**src/rtl/tc_pkg.sv**
```systemverilog
package tc_pkg;

    parameter int ADDR_W     = 32;
    parameter int LINES      = 32;
    parameter int MAX_BR     = 3;
    parameter int LINE_BYTES = 16;

    localparam int IDX_W = $clog2(LINES);
    localparam int OFS_W = $clog2(LINE_BYTES);
    localparam int CNT_W = $clog2(MAX_BR + 1);

    typedef logic [ADDR_W-1:0] addr_t;
    typedef logic [IDX_W-1:0]  idx_t;
    typedef logic [CNT_W-1:0]  cnt_t;
    typedef logic [MAX_BR-1:0] dir_t;

    typedef struct packed {
        addr_t start;
        cnt_t  br_cnt;
        dir_t  dir_mask;
        logic  ends_br;
        addr_t fall_addr;
        addr_t tgt_addr;
    } trace_line_t;

    typedef struct packed {
        logic  hit;
        addr_t next_addr;
    } lookup_t;

    function automatic idx_t line_index(addr_t a);
        return a[OFS_W +: IDX_W];
    endfunction

    // Branches whose direction is part of the hit decision.
    function automatic cnt_t inner_count(trace_line_t l);
        if (l.ends_br && (l.br_cnt != '0))
            return l.br_cnt - cnt_t'(1);
        return l.br_cnt;
    endfunction

    function automatic addr_t seq_next(addr_t a);
        return a + addr_t'(LINE_BYTES);
    endfunction

endpackage

```
**src/rtl/tc_line_store.sv**
```systemverilog
module tc_line_store
    import tc_pkg::*;
(
    input  logic        clk,
    input  logic        rst,
    input  logic        wr_en,
    input  idx_t        wr_idx,
    input  trace_line_t wr_line,
    input  idx_t        rd_idx,
    output trace_line_t rd_line,
    output logic        rd_valid
);
    trace_line_t      lines_q [LINES];
    logic [LINES-1:0] valid_q;

    always_ff @(posedge clk) begin
        if (rst) begin
            valid_q <= '0;
        end else if (wr_en) begin
            valid_q[wr_idx] <= 1'b1;
        end
    end

    always_ff @(posedge clk) begin
        if (wr_en) begin
            lines_q[wr_idx] <= wr_line;
        end
    end

    assign rd_line  = lines_q[rd_idx];
    assign rd_valid = valid_q[rd_idx];

endmodule

```
**src/rtl/tc_hit_eval.sv**
```systemverilog
module tc_hit_eval
    import tc_pkg::*;
(
    input  trace_line_t line,
    input  logic        line_valid,
    input  addr_t       fetch_addr,
    input  dir_t        pred,
    output lookup_t     result
);
    cnt_t inner;
    dir_t agree;
    logic tag_ok;
    logic dirs_ok;
    logic final_taken;

    assign inner  = inner_count(line);
    assign tag_ok = line_valid && (line.start == fetch_addr);

    for (genvar g = 0; g < MAX_BR; g++) begin : g_agree
        assign agree[g] = (cnt_t'(g) >= inner) || (pred[g] == line.dir_mask[g]);
    end

    assign dirs_ok = &agree;

    always_comb begin
        final_taken = 1'b0;
        for (int i = 0; i < MAX_BR; i++) begin
            if (line.br_cnt == cnt_t'(i + 1)) begin
                final_taken = pred[i];
            end
        end
    end

    always_comb begin
        result.hit = tag_ok && dirs_ok;
        if (!result.hit) begin
            result.next_addr = seq_next(fetch_addr);
        end else if (line.ends_br && (line.br_cnt != '0) && final_taken) begin
            result.next_addr = line.tgt_addr;
        end else begin
            result.next_addr = line.fall_addr;
        end
    end

endmodule

```
**src/rtl/tc_trace_lookup.sv**
```systemverilog
module tc_trace_lookup
    import tc_pkg::*;
(
    input  logic        clk,
    input  logic        rst,
    input  logic        fetch_vld,
    input  logic [31:0] fetch_addr,
    input  logic [2:0]  pred_dir,
    input  logic        fill_en,
    input  logic [31:0] fill_addr,
    input  logic [1:0]  fill_br_cnt,
    input  logic [2:0]  fill_dir_mask,
    input  logic        fill_ends_br,
    input  logic [31:0] fill_fall_addr,
    input  logic [31:0] fill_tgt_addr,
    output logic        res_vld,
    output logic        res_hit,
    output logic        res_miss,
    output logic [31:0] res_next
);
    trace_line_t wr_line;
    trace_line_t rd_line;
    logic        rd_valid;
    lookup_t     comb_res;
    lookup_t     res_q;
    logic        vld_q;

    always_comb begin
        wr_line.start     = fill_addr;
        wr_line.br_cnt    = fill_br_cnt;
        wr_line.dir_mask  = fill_dir_mask;
        wr_line.ends_br   = fill_ends_br;
        wr_line.fall_addr = fill_fall_addr;
        wr_line.tgt_addr  = fill_tgt_addr;
    end

    tc_line_store u_store (
        .clk      (clk),
        .rst      (rst),
        .wr_en    (fill_en),
        .wr_idx   (line_index(fill_addr)),
        .wr_line  (wr_line),
        .rd_idx   (line_index(fetch_addr)),
        .rd_line  (rd_line),
        .rd_valid (rd_valid)
    );

    tc_hit_eval u_eval (
        .line       (rd_line),
        .line_valid (rd_valid),
        .fetch_addr (fetch_addr),
        .pred       (pred_dir),
        .result     (comb_res)
    );

    always_ff @(posedge clk) begin
        if (rst) begin
            vld_q <= 1'b0;
            res_q <= '0;
        end else begin
            vld_q <= fetch_vld;
            if (fetch_vld) begin
                res_q <= comb_res;
            end
        end
    end

    assign res_vld  = vld_q;
    assign res_hit  = vld_q && res_q.hit;
    assign res_miss = vld_q && !res_q.hit;
    assign res_next = res_q.next_addr;

endmodule

```
**config.mk**
```make
export PLATFORM = sky130hd
export DESIGN_NAME = tc_trace_lookup
export DESIGN_NICKNAME = d
export VERILOG_FILES = /design/src/rtl/tc_pkg.sv /design/src/rtl/tc_line_store.sv /design/src/rtl/tc_hit_eval.sv /design/src/rtl/tc_trace_lookup.sv
export SDC_FILE = /design/constraint.sdc
export NUM_CORES = 2
export LEC_CHECK = 0
export ABC_CLOCK_PERIOD_IN_PS = 15900
export BUFFER_PORTS_ARGS = -buffer_cell sky130_fd_sc_hd__buf_2
export CAP_MARGIN = 20
export CORE_MARGIN = 3
export CORE_UTILIZATION = 45
export CTS_CLUSTER_SIZE = 10
export DETAILED_ROUTE_END_ITERATION = 10
export GPL_ROUTABILITY_DRIVEN = 0
export PLACE_DENSITY_LB_ADDON = 0.2
export SETUP_SLACK_MARGIN = 0.15
export SYNTH_ARGS = -nofsm -noshare
export SYNTH_HDL_FRONTEND = slang
export SYNTH_HIERARCHICAL = 1
export SYNTH_SLANG_ARGS = --single-unit
```
**constraint.sdc**
```tcl
create_clock -name clk -period 15.9 [get_ports clk]
set_clock_uncertainty 0.2 [all_clocks]
set_input_delay 0.795 -clock clk [delete_from_list [all_inputs] [get_ports clk]]
set_output_delay 0.795 -clock clk [all_outputs]
set_load 0.005 [all_outputs]
```
==> out/metrics.cfg <==
[pwr]
clock_power_share_pct = 41.3
p_int_mw = 14.4
p_per_area_nw_per_um2 = 127
p_comb_share_pct = 5.4
seqPwrFrac_pct = 53.4
max-vdd-ir-drop_mv = 0.0922
switching_share_pct = 21.3
p_sw_mw = 3.90
p_leak_nw = 47.1

[route]
routed_wl_microns = 370000
via_count = 66200
drt_iter0_drc = 7606
drc = 0
wire_per_inst_microns = 35.0
ant_nets = 0
first_pass_iters = 6
vias_per_cell = 6.27

[worst_setup_path]
critical_path_class = in2reg
max_stage_delay_ns = 0.77
worst_path_max_delay_cell = buf_4
cp-start-kind = input port
worstPathCellList = buf_2 > buf_4 > nor2b_4 > buf_4 > buf_4 > buf_4 > a22oi_1 > nand3_1 > nand4_1 > xnor2_1 > a31oi_1 > o21ai_0 > nand4_1 > nor2_4 > buf_4 > mux2_2 > mux2i_1 > nor2_1
worst_ep_arrival_time_ns = 6.99
r2r-start = u_store/lines_q[14][69]
cp-end-kind = flip-flop
crit_required_ns = 16.42
crit_top_cell = buf_4
crit_start = fetch_addr[8]
critPathMaxFanout = 40

[final_layout]
syn2layout_area_growth_pct = 12.3
drive_gt1_share_pct = 18.5
multi_input_area_sq_um = 27100
stdcell_area_sq_um = 144000
regArea_sq_um = 99300
nNetsFinal = 6843
fill_cells = 22300

[cts]
cts-root-buf = clkbuf_16
cts_tree = built
clk_pin_slew_ns = 0.06
cts.repair.resized = 0
postCtsSetupBuffers = 0
numClockSinks = 3330
hold_buffers = 0
cts_buffer_depth = 4
clk_latency_ns = 0.89
h-tree-depth = 5
cts_made_buffers = 379

[placement]
portBuffers = 175
postPlaceCellArea_sq_um = 134000
post-dp-hpwl_microns = 199000

[global_route]
grt_antenna_before_repair = 50
grt_max_degree = 121
grt_pass1_vias = 65200
overflow = 0
track_usage_pct = 25.0
grt_first_pass_wirelength_microns = 517000

[sta]
worst_slew_pin_slew_ns = 1.20
drv_slew = 0
grt_setup_unrepaired = false
fin_tns_setup_ns = 0
fmax_mhz = 155
hold_viol_final = 0
slew_headroom_pct = 20.0
period_share_pct = 40.7
period_needed_ns = 6.47
setup_viol = 0

[synth]
synth_cells = 6334
yosysWarnings = 6
postSynthAreaPerCell_sq_um = 20.3
syn_nets = 6480
ys_seq_area_share_pct = 77.4
netlist_area_sq_um = 128000
synthDistinctLibCells = 46
ys_seq_elements = 3330

[floorplan]
start_util_pct = 45.3
die_area_sq_um = 292000
die_h_microns = 540
pin_count = 176
rows = 195
die_w_microns = 540
core_area_sq_um = 283000

[worst_hold_path]
hold_path_class = in2reg
holdCritStartpoint = fetch_addr[3]

[run_status]
status = finished clean

[run]
maxCapViolations = 0

## logic make-up (layout without fill, tap and decap cells)
family,after synthesis,count (layout),synth area share (%)
flops,3330,3330,77.4
xor+xnor,58,58,0.396
buf+inv,399,861,1.70
compound gates,682,682,3.96
fa+ha+maj,5,5,0.0488
other cells,0,20,0
mux,1333,1333,14.4
simple gates,527,527,2.02
## final timing paths
kind                    endpoint  slack [ns]  depth (start not counted)
max reg2reg          res_next[0]       11.00                         15
min                  res_next[3]        0.20                          4
min reg2reg  u_store/valid_q[15]        0.27                          2
max                  res_next[0]        9.43                         18
## synth_stat cells, drive strengths merged
library cell / instances / area share, %
edfxtp: 3264 / 76
mux2i: 911 / 7.1
a22oi: 549 / 3.2
mux4: 412 / 7.2
buf: 245 / 1.2
nand3: 218 / 0.85
nor2: 159 / 0.47
clkbuf: 145 / 0.43
dfxtp: 66 / 1.0
nand4: 65 / 0.32
a31oi: 57 / 0.28
a22o: 56 / 0.38
xnor2: 42 / 0.29
nand2: 28 / 0.082
nor2b: 17 / 0.083
xor2: 16 / 0.11
a21oi: 13 / 0.051
and2: 12 / 0.059
mux2: 10 / 0.097
nor3: 10 / 0.043
inv: 9 / 0.026
ha: 5 / 0.049
nand3b: 5 / 0.029
o21ai: 4 / 0.016
or3b: 4 / 0.027
nand2b: 3 / 0.015
nor4: 2 / 0.021
a222oi: 1 / 0.0078
and2b: 1 / 0.0059
and3: 1 / 0.0049
and3b: 1 / 0.0068
o211ai: 1 / 0.0059
o22ai: 1 / 0.0049
or3: 1 / 0.0049
## sequential cells by signal, indices dropped and copies added, names as in the netlist
name,flops
res_next,32
u_store/valid_q,32
res_vld,1
u_store/lines_q,3264
res_q,1
## critical path, delay by kind of cell
kind / cells / cell delay, ns
buf+inv: 6 / 2.98
simple gates: 6 / 1.49
compound gates: 3 / 0.60
mux: 2 / 0.54
xor+xnor: 1 / 0.38
## cells in the final DEF (no fill, tap or decap), types with 6 or more instances in the layout
| cell | Yosys | layout |
|---|---|---|
| a22oi_1 | 549 | 549 |
| mux2i_1 | 911 | 911 |
| a31oi_1 | 57 | 57 |
| nand3_1 | 218 | 218 |
| nor3_1 | 9 | 8 |
| nand2_1 | 28 | 28 |
| mux2_2 | 7 | 7 |
| dfxtp_1 | 66 | 66 |
| nor2_1 | 157 | 116 |
| buf_12 | 3 | 15 |
| buf_2 | 128 | 171 |
| edfxtp_1 | 3264 | 3264 |
| clkinv_8 | 0 | 6 |
| clkbuf_16 | 0 | 385 |
| nand4_1 | 65 | 65 |
| clkbuf_1 | 142 | 73 |
| xor2_1 | 16 | 16 |
| and2_1 | 12 | 10 |
| diode_2 | 0 | 20 |
| mux4_2 | 412 | 412 |
| xnor2_1 | 42 | 42 |
| nor2b_1 | 17 | 9 |
| a21oi_1 | 13 | 13 |
| a22o_1 | 56 | 56 |
| nor2b_4 | 0 | 7 |
| buf_4 | 71 | 182 |
| inv_1 | 9 | 9 |
| nor2_4 | 1 | 38 |
## power by group through the flow
stage	sequential (mW)	clock (mW)	combinational (mW)
finish	9.79	7.56	0.987
detailed placement	9.96	0	0.982
global placement	9.96	0	0.969
CTS	9.78	7.70	0.984
floorplan	9.96	0	0.532
global route	9.79	8.03	1.04
## per-layer routing
metal | GRT usage (%) | vias up | share of wire, % | wire length [microns]
li1 | - | 26800 | - | -
met1 | 34.9 | 35700 | 40 | 149000
met2 | 40.1 | 3059 | 48 | 177000
met3 | 4.37 | 632 | 8.1 | 29900
met4 | 8.33 | 20 | 3.7 | 13600
met5 | 0 | - | 0.039 | 143
## cell type report
type | count | share of cell area, %
tap | 3743 | 3.25
antenna | 20 | 0.0347
timing repair buffer | 372 | 1.79
inverter | 9 | 0.0235
clock inverter | 22 | 0.232
multi-input combinational | 2605 | 18.8
sequential | 3330 | 69.0
clock buffer | 458 | 6.88
## per-stage QoR
step / hold slack (ns) / setup WS [ns] / total power [mW] / std cells / utilization (%)
finish: 0.196 / 9.43 / 18.3 / 10600 / 50.9
global route: 0.186 / 9.06 / 18.9 / 10500 / 50.9
CTS: 0.142 / 9.44 / 18.5 / 10500 / 50.9
detailed placement: 0.257 / 8.51 / 10.9 / 10100 / 47.3
global placement: 0.244 / 8.47 / 10.9 / 10100 / 47.2
floorplan: 0.235 / 9.40 / 10.5 / 6334 / -
Note: power is estimated with default switching activity, not from simulation.
